==> src/rtl/btc_pkg.sv <==
package btc_pkg;
  typedef enum logic [2:0] {
    H_SNT = 3'd0,
    H_WNT = 3'd1,
    H_NEU = 3'd2,
    H_WT  = 3'd3,
    H_ST  = 3'd4
  } hist_e;

  function automatic logic hist_predicts(input hist_e h);
    return (h == H_WT) || (h == H_ST);
  endfunction
endpackage

==> src/rtl/btc_hist_step.sv <==
module btc_hist_step
  import btc_pkg::*;
(
  input  hist_e cur,
  input  logic  taken,
  output hist_e nxt
);
  always_comb begin
    nxt = cur;
    if (taken) begin
      unique case (cur)
        H_SNT:   nxt = H_WNT;
        H_WNT:   nxt = H_NEU;
        H_NEU:   nxt = H_WT;
        default: nxt = H_ST;
      endcase
    end else begin
      unique case (cur)
        H_ST:    nxt = H_WT;
        H_WT:    nxt = H_NEU;
        H_NEU:   nxt = H_WNT;
        default: nxt = H_SNT;
      endcase
    end
  end
endmodule

==> src/rtl/btc_entry.sv <==
module btc_entry
  import btc_pkg::*;
#(
  parameter int TAG_W  = 26,
  parameter int ADDR_W = 32
) (
  input  logic              clk,
  input  logic              rst_n,
  input  logic              clr,
  input  logic              we,
  input  logic              wr_valid,
  input  logic [TAG_W-1:0]  wr_tag,
  input  logic [ADDR_W-1:0] wr_tgt,
  input  hist_e             wr_hist,
  output logic              valid,
  output logic [TAG_W-1:0]  tag,
  output logic [ADDR_W-1:0] tgt,
  output hist_e             hist
);
  always_ff @(posedge clk or negedge rst_n) begin
    if (!rst_n) begin
      valid <= 1'b0;
      tag   <= '0;
      tgt   <= '0;
      hist  <= H_SNT;
    end else if (clr) begin
      valid <= 1'b0;
    end else if (we) begin
      valid <= wr_valid;
      tag   <= wr_tag;
      tgt   <= wr_tgt;
      hist  <= wr_hist;
    end
  end

  // stored history never leaves the five legal codes
  a_r4_hist_range: assert property (@(posedge clk) disable iff (!rst_n)
    hist <= H_ST);

  // a valid entry never rests in the strongest not-taken state
  a_r6_no_valid_snt: assert property (@(posedge clk) disable iff (!rst_n)
    valid |-> (hist != H_SNT));
endmodule

==> src/rtl/btc_array.sv <==
module btc_array
  import btc_pkg::*;
#(
  parameter int ENTRIES = 16,
  parameter int IDX_W   = 4,
  parameter int TAG_W   = 26,
  parameter int ADDR_W  = 32
) (
  input  logic              clk,
  input  logic              rst_n,
  input  logic              clr,
  input  logic              we,
  input  logic [IDX_W-1:0]  wr_idx,
  input  logic              wr_valid,
  input  logic [TAG_W-1:0]  wr_tag,
  input  logic [ADDR_W-1:0] wr_tgt,
  input  hist_e             wr_hist,
  input  logic [IDX_W-1:0]  fa_idx,
  output logic              fa_valid,
  output logic [TAG_W-1:0]  fa_tag,
  output logic [ADDR_W-1:0] fa_tgt,
  output hist_e             fa_hist,
  input  logic [IDX_W-1:0]  ra_idx,
  output logic              ra_valid,
  output logic [TAG_W-1:0]  ra_tag,
  output logic [ADDR_W-1:0] ra_tgt,
  output hist_e             ra_hist,
  output logic [ENTRIES-1:0] valid_vec
);
  logic              e_valid [ENTRIES];
  logic [TAG_W-1:0]  e_tag   [ENTRIES];
  logic [ADDR_W-1:0] e_tgt   [ENTRIES];
  hist_e             e_hist  [ENTRIES];

  for (genvar g = 0; g < ENTRIES; g++) begin : g_ent
    logic sel;
    assign sel = we && (wr_idx == IDX_W'(g));
    btc_entry #(.TAG_W(TAG_W), .ADDR_W(ADDR_W)) u_ent (
      .clk     (clk),
      .rst_n   (rst_n),
      .clr     (clr),
      .we      (sel),
      .wr_valid(wr_valid),
      .wr_tag  (wr_tag),
      .wr_tgt  (wr_tgt),
      .wr_hist (wr_hist),
      .valid   (e_valid[g]),
      .tag     (e_tag[g]),
      .tgt     (e_tgt[g]),
      .hist    (e_hist[g])
    );
    assign valid_vec[g] = e_valid[g];
  end

  assign fa_valid = e_valid[fa_idx];
  assign fa_tag   = e_tag[fa_idx];
  assign fa_tgt   = e_tgt[fa_idx];
  assign fa_hist  = e_hist[fa_idx];
  assign ra_valid = e_valid[ra_idx];
  assign ra_tag   = e_tag[ra_idx];
  assign ra_tgt   = e_tgt[ra_idx];
  assign ra_hist  = e_hist[ra_idx];

  // a clear cycle empties the whole table at the next edge
  a_r8_flush_all: assert property (@(posedge clk) disable iff (!rst_n)
    clr |=> (valid_vec == '0));
endmodule

==> src/rtl/btc_match.sv <==
module btc_match #(
  parameter int TAG_W = 26
) (
  input  logic             req,
  input  logic             blocked,
  input  logic             ent_valid,
  input  logic [TAG_W-1:0] ent_tag,
  input  logic [TAG_W-1:0] addr_tag,
  output logic             hit
);
  assign hit = req && !blocked && ent_valid && (ent_tag == addr_tag);
endmodule

==> src/rtl/branch_target_cache.sv <==
module branch_target_cache
  import btc_pkg::*;
#(
  parameter int ADDR_W  = 32,
  parameter int ENTRIES = 16,
  parameter int IDX_LO  = 2
) (
  input  logic              clk,
  input  logic              rst_n,
  input  logic              fetch_valid,
  input  logic [ADDR_W-1:0] fetch_addr,
  output logic              lk_hit,
  output logic              redirect,
  output logic [ADDR_W-1:0] next_pc,
  input  logic              rs_valid,
  input  logic [ADDR_W-1:0] rs_pc,
  input  logic              rs_taken,
  input  logic [ADDR_W-1:0] rs_target,
  input  logic              rs_pred_taken,
  output logic              cancel,
  output logic [ADDR_W-1:0] fix_pc,
  input  logic              clr_sw,
  input  logic              clr_ic
);
  localparam int IDX_W = $clog2(ENTRIES);
  localparam int TAG_W = ADDR_W - IDX_LO - IDX_W;
  localparam logic [ADDR_W-1:0] STEP = ADDR_W'(4);

  logic clr_any;
  assign clr_any = clr_sw || clr_ic;

  logic [IDX_W-1:0] f_idx, r_idx;
  logic [TAG_W-1:0] f_tag, r_tag;
  assign f_idx = fetch_addr[IDX_LO +: IDX_W];
  assign f_tag = fetch_addr[ADDR_W-1 -: TAG_W];
  assign r_idx = rs_pc[IDX_LO +: IDX_W];
  assign r_tag = rs_pc[ADDR_W-1 -: TAG_W];

  logic              fa_valid, ra_valid;
  logic [TAG_W-1:0]  fa_tag, ra_tag;
  logic [ADDR_W-1:0] fa_tgt, ra_tgt;
  hist_e             fa_hist, ra_hist;
  logic [ENTRIES-1:0] valid_vec;

  logic              we, wr_valid;
  logic [ADDR_W-1:0] wr_tgt;
  hist_e             wr_hist;

  btc_array #(.ENTRIES(ENTRIES), .IDX_W(IDX_W), .TAG_W(TAG_W), .ADDR_W(ADDR_W)) u_arr (
    .clk      (clk),
    .rst_n    (rst_n),
    .clr      (clr_any),
    .we       (we),
    .wr_idx   (r_idx),
    .wr_valid (wr_valid),
    .wr_tag   (r_tag),
    .wr_tgt   (wr_tgt),
    .wr_hist  (wr_hist),
    .fa_idx   (f_idx),
    .fa_valid (fa_valid),
    .fa_tag   (fa_tag),
    .fa_tgt   (fa_tgt),
    .fa_hist  (fa_hist),
    .ra_idx   (r_idx),
    .ra_valid (ra_valid),
    .ra_tag   (ra_tag),
    .ra_tgt   (ra_tgt),
    .ra_hist  (ra_hist),
    .valid_vec(valid_vec)
  );

  // Fetch-side lookup
  logic f_hit;
  btc_match #(.TAG_W(TAG_W)) u_fmatch (
    .req      (fetch_valid),
    .blocked  (clr_any),
    .ent_valid(fa_valid),
    .ent_tag  (fa_tag),
    .addr_tag (f_tag),
    .hit      (f_hit)
  );

  assign lk_hit   = f_hit;
  assign redirect = f_hit && hist_predicts(fa_hist);
  assign next_pc  = redirect ? fa_tgt : (fetch_addr + STEP);

  // Resolve-side lookup and history update
  logic r_hit;
  btc_match #(.TAG_W(TAG_W)) u_rmatch (
    .req      (rs_valid),
    .blocked  (clr_any),
    .ent_valid(ra_valid),
    .ent_tag  (ra_tag),
    .addr_tag (r_tag),
    .hit      (r_hit)
  );

  hist_e stepped;
  btc_hist_step u_step (
    .cur  (ra_hist),
    .taken(rs_taken),
    .nxt  (stepped)
  );

  always_comb begin
    we       = 1'b0;
    wr_valid = 1'b0;
    wr_tgt   = ra_tgt;
    wr_hist  = stepped;
    if (rs_valid && !clr_any) begin
      if (r_hit) begin
        we       = 1'b1;
        wr_valid = (stepped != H_SNT);
        wr_hist  = stepped;
        wr_tgt   = rs_taken ? rs_target : ra_tgt;
      end else if (rs_taken) begin
        we       = 1'b1;
        wr_valid = 1'b1;
        wr_hist  = H_WT;
        wr_tgt   = rs_target;
      end
    end
  end

  // Mispredict cancel and corrected address
  always_ff @(posedge clk or negedge rst_n) begin
    if (!rst_n) begin
      cancel <= 1'b0;
      fix_pc <= '0;
    end else begin
      cancel <= rs_valid && (rs_taken != rs_pred_taken);
      if (rs_valid)
        fix_pc <= rs_taken ? rs_target : (rs_pc + STEP);
    end
  end

  // a taken-predicting hit steers fetch to the stored target
  a_r3_redirect_target: assert property (@(posedge clk) disable iff (!rst_n)
    redirect |-> (lk_hit && next_pc == fa_tgt));

  // a clear cycle never reports a hit
  a_r10_clear_miss: assert property (@(posedge clk) disable iff (!rst_n)
    clr_any |-> !lk_hit);

  // no request, no hit
  a_r12_idle: assert property (@(posedge clk) disable iff (!rst_n)
    !fetch_valid |-> (!lk_hit && !redirect));

  // a taken miss leaves a valid entry at its index
  a_r5_alloc: assert property (@(posedge clk) disable iff (!rst_n)
    (rs_valid && rs_taken && !r_hit && !clr_any) |=> valid_vec[$past(r_idx)]);

  // a disagreeing resolve raises cancel on the next cycle
  a_r7_cancel: assert property (@(posedge clk) disable iff (!rst_n)
    (rs_valid && (rs_taken != rs_pred_taken)) |=> cancel);

  // cancel is a single-cycle pulse unless fed again
  a_r7_pulse: assert property (@(posedge clk) disable iff (!rst_n)
    !rs_valid |=> !cancel);
endmodule

==> config.mk <==
export PLATFORM = sky130hd
export DESIGN_NAME = branch_target_cache
export DESIGN_NICKNAME = d
export VERILOG_FILES = /design/src/rtl/btc_pkg.sv /design/src/rtl/btc_hist_step.sv /design/src/rtl/btc_entry.sv /design/src/rtl/btc_array.sv /design/src/rtl/btc_match.sv /design/src/rtl/branch_target_cache.sv
export SDC_FILE = /design/constraint.sdc
export NUM_CORES = 2
export LEC_CHECK = 0
export ABC_AREA = 1
export CORE_MARGIN = 2
export CORE_UTILIZATION = 30
export DETAILED_ROUTE_END_ITERATION = 8
export PLACE_DENSITY = 0.55
export SYNTH_ARGS = -nofsm -noshare
export SYNTH_HDL_FRONTEND = slang
export SYNTH_SLANG_ARGS = --single-unit
==> constraint.sdc <==
create_clock -name clk -period 4.8 [get_ports clk]
set_input_delay 0.96 -clock clk [delete_from_list [all_inputs] [get_ports clk]]
set_output_delay 0.96 -clock clk [all_outputs]
set_load 0.05 [all_outputs]
# After elaboration in Yosys (flattened, before gate mapping)
# Index checks and enable logic that the tools add are counted.
[totals]
latch_bits = 0
regBits = 1025
ramBits = 0
out_inout_bits = 67
memories = 0
mem_bits_ro = 0
wordCells = 230
[op_classes]
shifts = 0
div_mod_pow = 0
bitwise = 3
multipliers = 0
reduce_logical = 62
order_cmp = 2
add_sub_neg = 2
n_eq_ne = 24
n_mux = 71
[ops]
columns = ["operator", "n"]
rows = [
  ["$bmux W32 S4", 2],
  ["$mux W32", 8],
  ["$bmux W26 S4", 2],
  ["$mux W26", 4],
  ["$add A32 B3 Y32 const B", 2],
  ["$eq A26 B26 Y1", 2],
  ["$mux W1", 41],
  ["$eq A4 B4 Y1 const B", 8],
  ["$reduce_and A2 Y1", 16],
  ["$reduce_bool A2 Y1", 16],
  ["$bmux W3 S4", 2],
  ["$logic_and A1 B1 Y1", 24],
  ["$mux W3", 8],
  ["$eq A4 B3 Y1 const B", 4],
  ["$ge A5 B5 Y1 const B", 2],
  ["$not A4 Y5", 2],
  ["$eq A3 B2 Y1 const B", 3],
  ["$pmux W3 S3", 1],
  ["$bmux W1 S4", 2],
  ["$eq A4 B2 Y1 const B", 2],
  ["$eq A3 B3 Y1 const B", 2],
  ["$pmux W2 S3", 1],
  ["$eq A4 B1 Y1 const B", 1],
  ["$logic_not A4 Y1", 1],
  ["other kinds (7)", 8],
]

# Depth between registers and ports, before layout
[logic_depth]
depth_word = 12
mapped_depth = 24

# Cells and area by module
# Synthesis repeated with hierarchy kept, for this count alone.
[hier_totals]
cells_unflattened = 10572
hier_area_um2 = 67195.7
[modules_own_cells]
columns = ["module", "cells_per_inst", "n_inst", "area_each_um2"]
rows = [
  ["btc_entry", 270, 16, 2481.1],
  ["btc_array", 5280, 1, 22475.3],
  ["branch_target_cache", 718, 1, 3960.0],
  ["btc_match", 118, 2, 493.0],
  ["btc_hist_step", 18, 1, 76.3],
]

# Least setup slack after synthesis
# No wires, ideal clock.
[synth_path]
path_kind = "input to output"
from = "in fetch_addr[3]"
to = "out next_pc[18]"
setup_slack_ps = 364
required_ps = 3840
n_path_buf = 4
path_stages = 17
arrival_time_ps = 3476
path_cell_list = "buf_2 inv_2 clkbuf_1 clkbuf_1 a21oi_1 o21ai_0 nand3_1 nand3_1 nand2_1 nand2_1 nand2_1 nor3_1 nand3_1 nor2_1 buf_2 nand3_1 nand2_1"
[synth_via]
elab_chain_cells = 8
[synth_lines]
columns = ["element", "line", "text"]
rows = [
  ["start: declaration", "branch_target_cache.sv:11", "input logic [ADDR_W-1:0] fetch_addr,"],
  ["$not A4 Y5 (implied by the code) *", "btc_array.sv:55, btc_array.sv:56", ""],
  ["$bmux W26 S4 or $bmux W1 S4 (tied branches)", "btc_array.sv:56, btc_array.sv:55", ""],
  ["$mux W26 (implied by the code) or $mux W1 (tied branches) (2 in series)", "btc_array.sv:56, btc_array.sv:55", ""],
  ["$eq A26 B26 Y1 or $logic_and A1 B1 Y1 (tied branches)", "btc_match.sv:11", "assign hit = req && !blocked && ent_valid && (ent_tag == addr_tag);"],
  ["$logic_and A1 B1 Y1 *", "btc_match.sv:11", ""],
  ["named net lk_hit", "branch_target_cache.sv:12", "output logic lk_hit,"],
  ["$logic_and A1 B1 Y1 *", "branch_target_cache.sv:84", "assign redirect = f_hit && hist_predicts(fa_hist);"],
  ["$mux W32 *", "branch_target_cache.sv:85", "assign next_pc = redirect ? fa_tgt : (fetch_addr + STEP);"],
  ["end: declaration", "branch_target_cache.sv:14", "output logic [ADDR_W-1:0] next_pc,"],
]
# Mark *: on every way through the listed nets, which the timed path passes. The rest lies on a longest branch. The select of a mux whose other input is x is not followed.

# Worst setup path in the final report
[layout_path]
from = "in fetch_addr[2]"
to = "out next_pc[14]"
[layout_via]
elab_chain_cells = 8
[layout_lines]
columns = ["element", "line", "text"]
rows = [
  ["$not A4 Y5 (implied by the code)", "-", ""],
  ["$bmux W26 S4 (tied with other cells)", "btc_array.sv:56", "assign fa_tag = e_tag[fa_idx];"],
  ["$mux W26 (implied by the code) (tied with other cells) (2 in series)", "btc_array.sv:56", ""],
  ["$eq A26 B26 Y1 (tied with other cells)", "btc_match.sv:11", ""],
  ["$logic_and A1 B1 Y1 or $logic_or A1 B1 Y1 (tied branches)", "btc_match.sv:11, btc_pkg.sv:11", ""],
  ["$logic_and A1 B1 Y1", "branch_target_cache.sv:84", ""],
  ["$mux W32 *", "branch_target_cache.sv:85", ""],
]
# Mark *: on every way between the ends. The rest lies on a longest branch, timed or not. The select of a mux whose other input is x is not followed.

==> reports/metrics.yaml <==
outcome: "completed"
overflow: 0
yosysWarningCount: 0
root_buffer: "clkbuf_16"
cp.arrival_ns: 3.70
min_period_ns: 4.66
cp_slowest_cell: "a221oi_2"
yosys_register_bits: 1025
synth_largest_area_cell: "dfrtp_1"
area_growth_pct: 18.6
ant_nets: 0
core_region_area_sq_um: 197000
rsz0062_at_grt: "true"
drt_iter0_drc: 7254
ios: 171
r2r_start: "u_arr.g_ent[3].u_ent.tag[7]"
rows: 163
clock_path_buffers: 3
async_reset_ff_frac: 1.00
via_per_inst: 5.39
clock.fmax_mhz: 215
cts_num_sinks: 1025
grt_antenna_before_repair: 12
cp_cell_sequence: "buf_12, buf_12, buf_12, buf_12, a21oi_1, o21ai_0, o211ai_1, nand2_1, nor2_4, a221oi_2, nand2_1, o21ai_4, buf_12, buf_6, nand3_1, nand2_1, buf_12"
hold_violations: 0
first_pass_iters: 7
max-slew-margin-rel: 0.146
syn_nets: 8620
yosys_most_used_dff: "dfrtp_1"
worstPathMaxFanout: 26
wirelength_mm: 260
cts_hold_buf: 0
p_leak_nw: 31.6
finalInstanceArea_sq_um: 70300
required_ns: 3.84
grt_max_degree: 207
holdWs_ns: 0.142
cap_violations: 0
power_density_nw_per_um2: 333
vias: 60729
wl_per_cell_um: 23.1
pre_cts_slack_ns: -0.299
finalWorstSetupSlack_ns: 0.138
drc: 0
grt_usage: 0.251
numCtsBuffers: 120
nNetsFinal: 8639
setup_viol: 0
drv_slew: 0
die_x_um: 449
synth_enable_flop_cells: 0
cts_tree: "built"
finalCritPeriodShare: 0.971
path_class: "in2out"
fin_skew_ns: 0.0723
tns_ns: 0
synth_top_area_share: 0.432
die_y_um: 449
synth_cells: 8511
nFillCells: 20759
avgSynthCellArea_sq_um: 6.97
ys_types: 40
die-area_sq_um: 201000
cts_max_level: 3
port-buffer-count: 170
synthTopCellsByArea: "dfrtp_1, nand2_1, o21ai_0"
mostFrequentLayoutCell: "nand2_1"
synth_area_sq_um: 59300
grt_pass1_wl_mm: 384
hold_class: "in2async"
path_common_cell: "buf_12"
placed_area_sq_um: 66000
startpoint: "fetch_addr[2]"
grt_pass1_vias: 56487
startpoint_type: "primary input"
gp_congestion: 0.967
drive_gt1_frac: 0.0850
clkTransAtPathRegs_ns: 0.05
ys_seq_area_frac: 0.432
start_util: 0.301
hpwl_mm: 169
tightest_slew_ns: 1.28
vdd_drop_max_mv: 0.342
final_cell_mix: "nand2_1, o21ai_0, dfrtp_1"
cp-end-kind: "output pin"
critPathMaxStageDelay_ns: 0.25
clk_latency_ns: 0.83
critical path: cells and delay by family:
kind / cells / cell delay (ns)
buf+inv: 7 / 1.23
simple gates: 5 / 0.80
compound gates: 5 / 0.64
power breakdown:
group	leakage [nW]	total (W)	internal [W]	switching, W
Sequential	14.0	0.00967	0.00925	0.000425
Combinational	15.5	0.00411	0.00134	0.00278
Clock	2.03	0.00965	0.00556	0.00409
synth_stat cells (13+ instances only):
library cell,n
a21oi_1,435
dfrtp_1,1025
nor3_1,27
o211ai_1,125
o21ai_1,630
o221ai_1,13
nand2_1,2350
nand2_2,13
o21ai_0,1393
nor2_1,719
nand3_1,379
inv_1,508
buf_2,202
clkbuf_1,378
o22ai_1,81
buf_6,66
xor2_1,38
nand4_1,24
buf_1,41
what timing repair did:
item	4_1_cts	5_1_grt
setup buffers	0	1
gates cloned	0	2
hold endpoints to repair	0	0
endpoints found under the setup margin	34	34
gates resized for setup	8	23
pin swaps	0	1
registers in the layout, indices dropped and copies added (netlist names):
signal and cells:
u_arr.g_ent.u_ent.tgt 512, fix_pc 32, cancel 1, u_arr.g_ent.u_ent.valid 16, u_arr.g_ent.u_ent.hist 48, u_arr.g_ent.u_ent.tag 416
layer usage:
metal / wire [um] / share of wire / vias up / GRT usage
li1: - / - / 28112 / -
met1: 106000 / 0.41 / 29109 / 0.328
met2: 118000 / 0.45 / 2930 / 0.397
met3: 21000 / 0.081 / 578 / 0.0392
met4: 15500 / 0.060 / 0 / 0.136
met5: 0 / 0 / - / 0
path summary, 6_finish.rpt:
kind                                           endpoint  slack (ns)  depth (start not counted)
max in group asynchronous  u_arr.g_ent[3].u_ent.tag[16]        3.42                          3
min in group clk                              fix_pc[2]        0.48                          2
hold reg to reg                               fix_pc[2]        0.48                          2
setup reg to reg           u_arr.g_ent[0].u_ent.tag[12]        1.71                         18
setup / recovery                            next_pc[14]        0.14                         17
hold / removal             u_arr.g_ent[5].u_ent.tgt[13]        0.14                          1
area by class of cell:
class	instances	area [sq um]	area share
antenna	6	15.0	0.000214
clock buffer	170	3500	0.0498
tap	2640	3300	0.0470
multi-input combinational	6259	28600	0.406
sequential	1025	25600	0.365
timing repair buffer	597	6620	0.0942
clock inverter	53	638	0.00907
inverter	527	2020	0.0287
stage by stage:
| step | util | power [W] | cells |
|---|---|---|---|
| 3_5_place_dp | 0.335 | 0.0139 | 11045 |
| 4_1_cts | 0.356 | 0.0235 | 11268 |
| 2_1_floorplan | - | 0.0120 | 8511 |
| 3_3_place_gp | 0.335 | 0.0138 | 11045 |
| 6_report | 0.357 | 0.0234 | 11277 |
| 5_1_grt | 0.357 | 0.0244 | 11274 |
kinds of logic after synthesis:
kind of cell               count (synthesis)  synth area share
buffers and inverters                   1227            0.0911
xor gates and xnor gates                  38           0.00561
AOI/OAI and AO/OA                       2683             0.235
and+or+nand+nor                         3533             0.235
adders and majority gates                  5           0.00105
DFF                                     1025             0.432
Power figures use the tool's default switching activity.
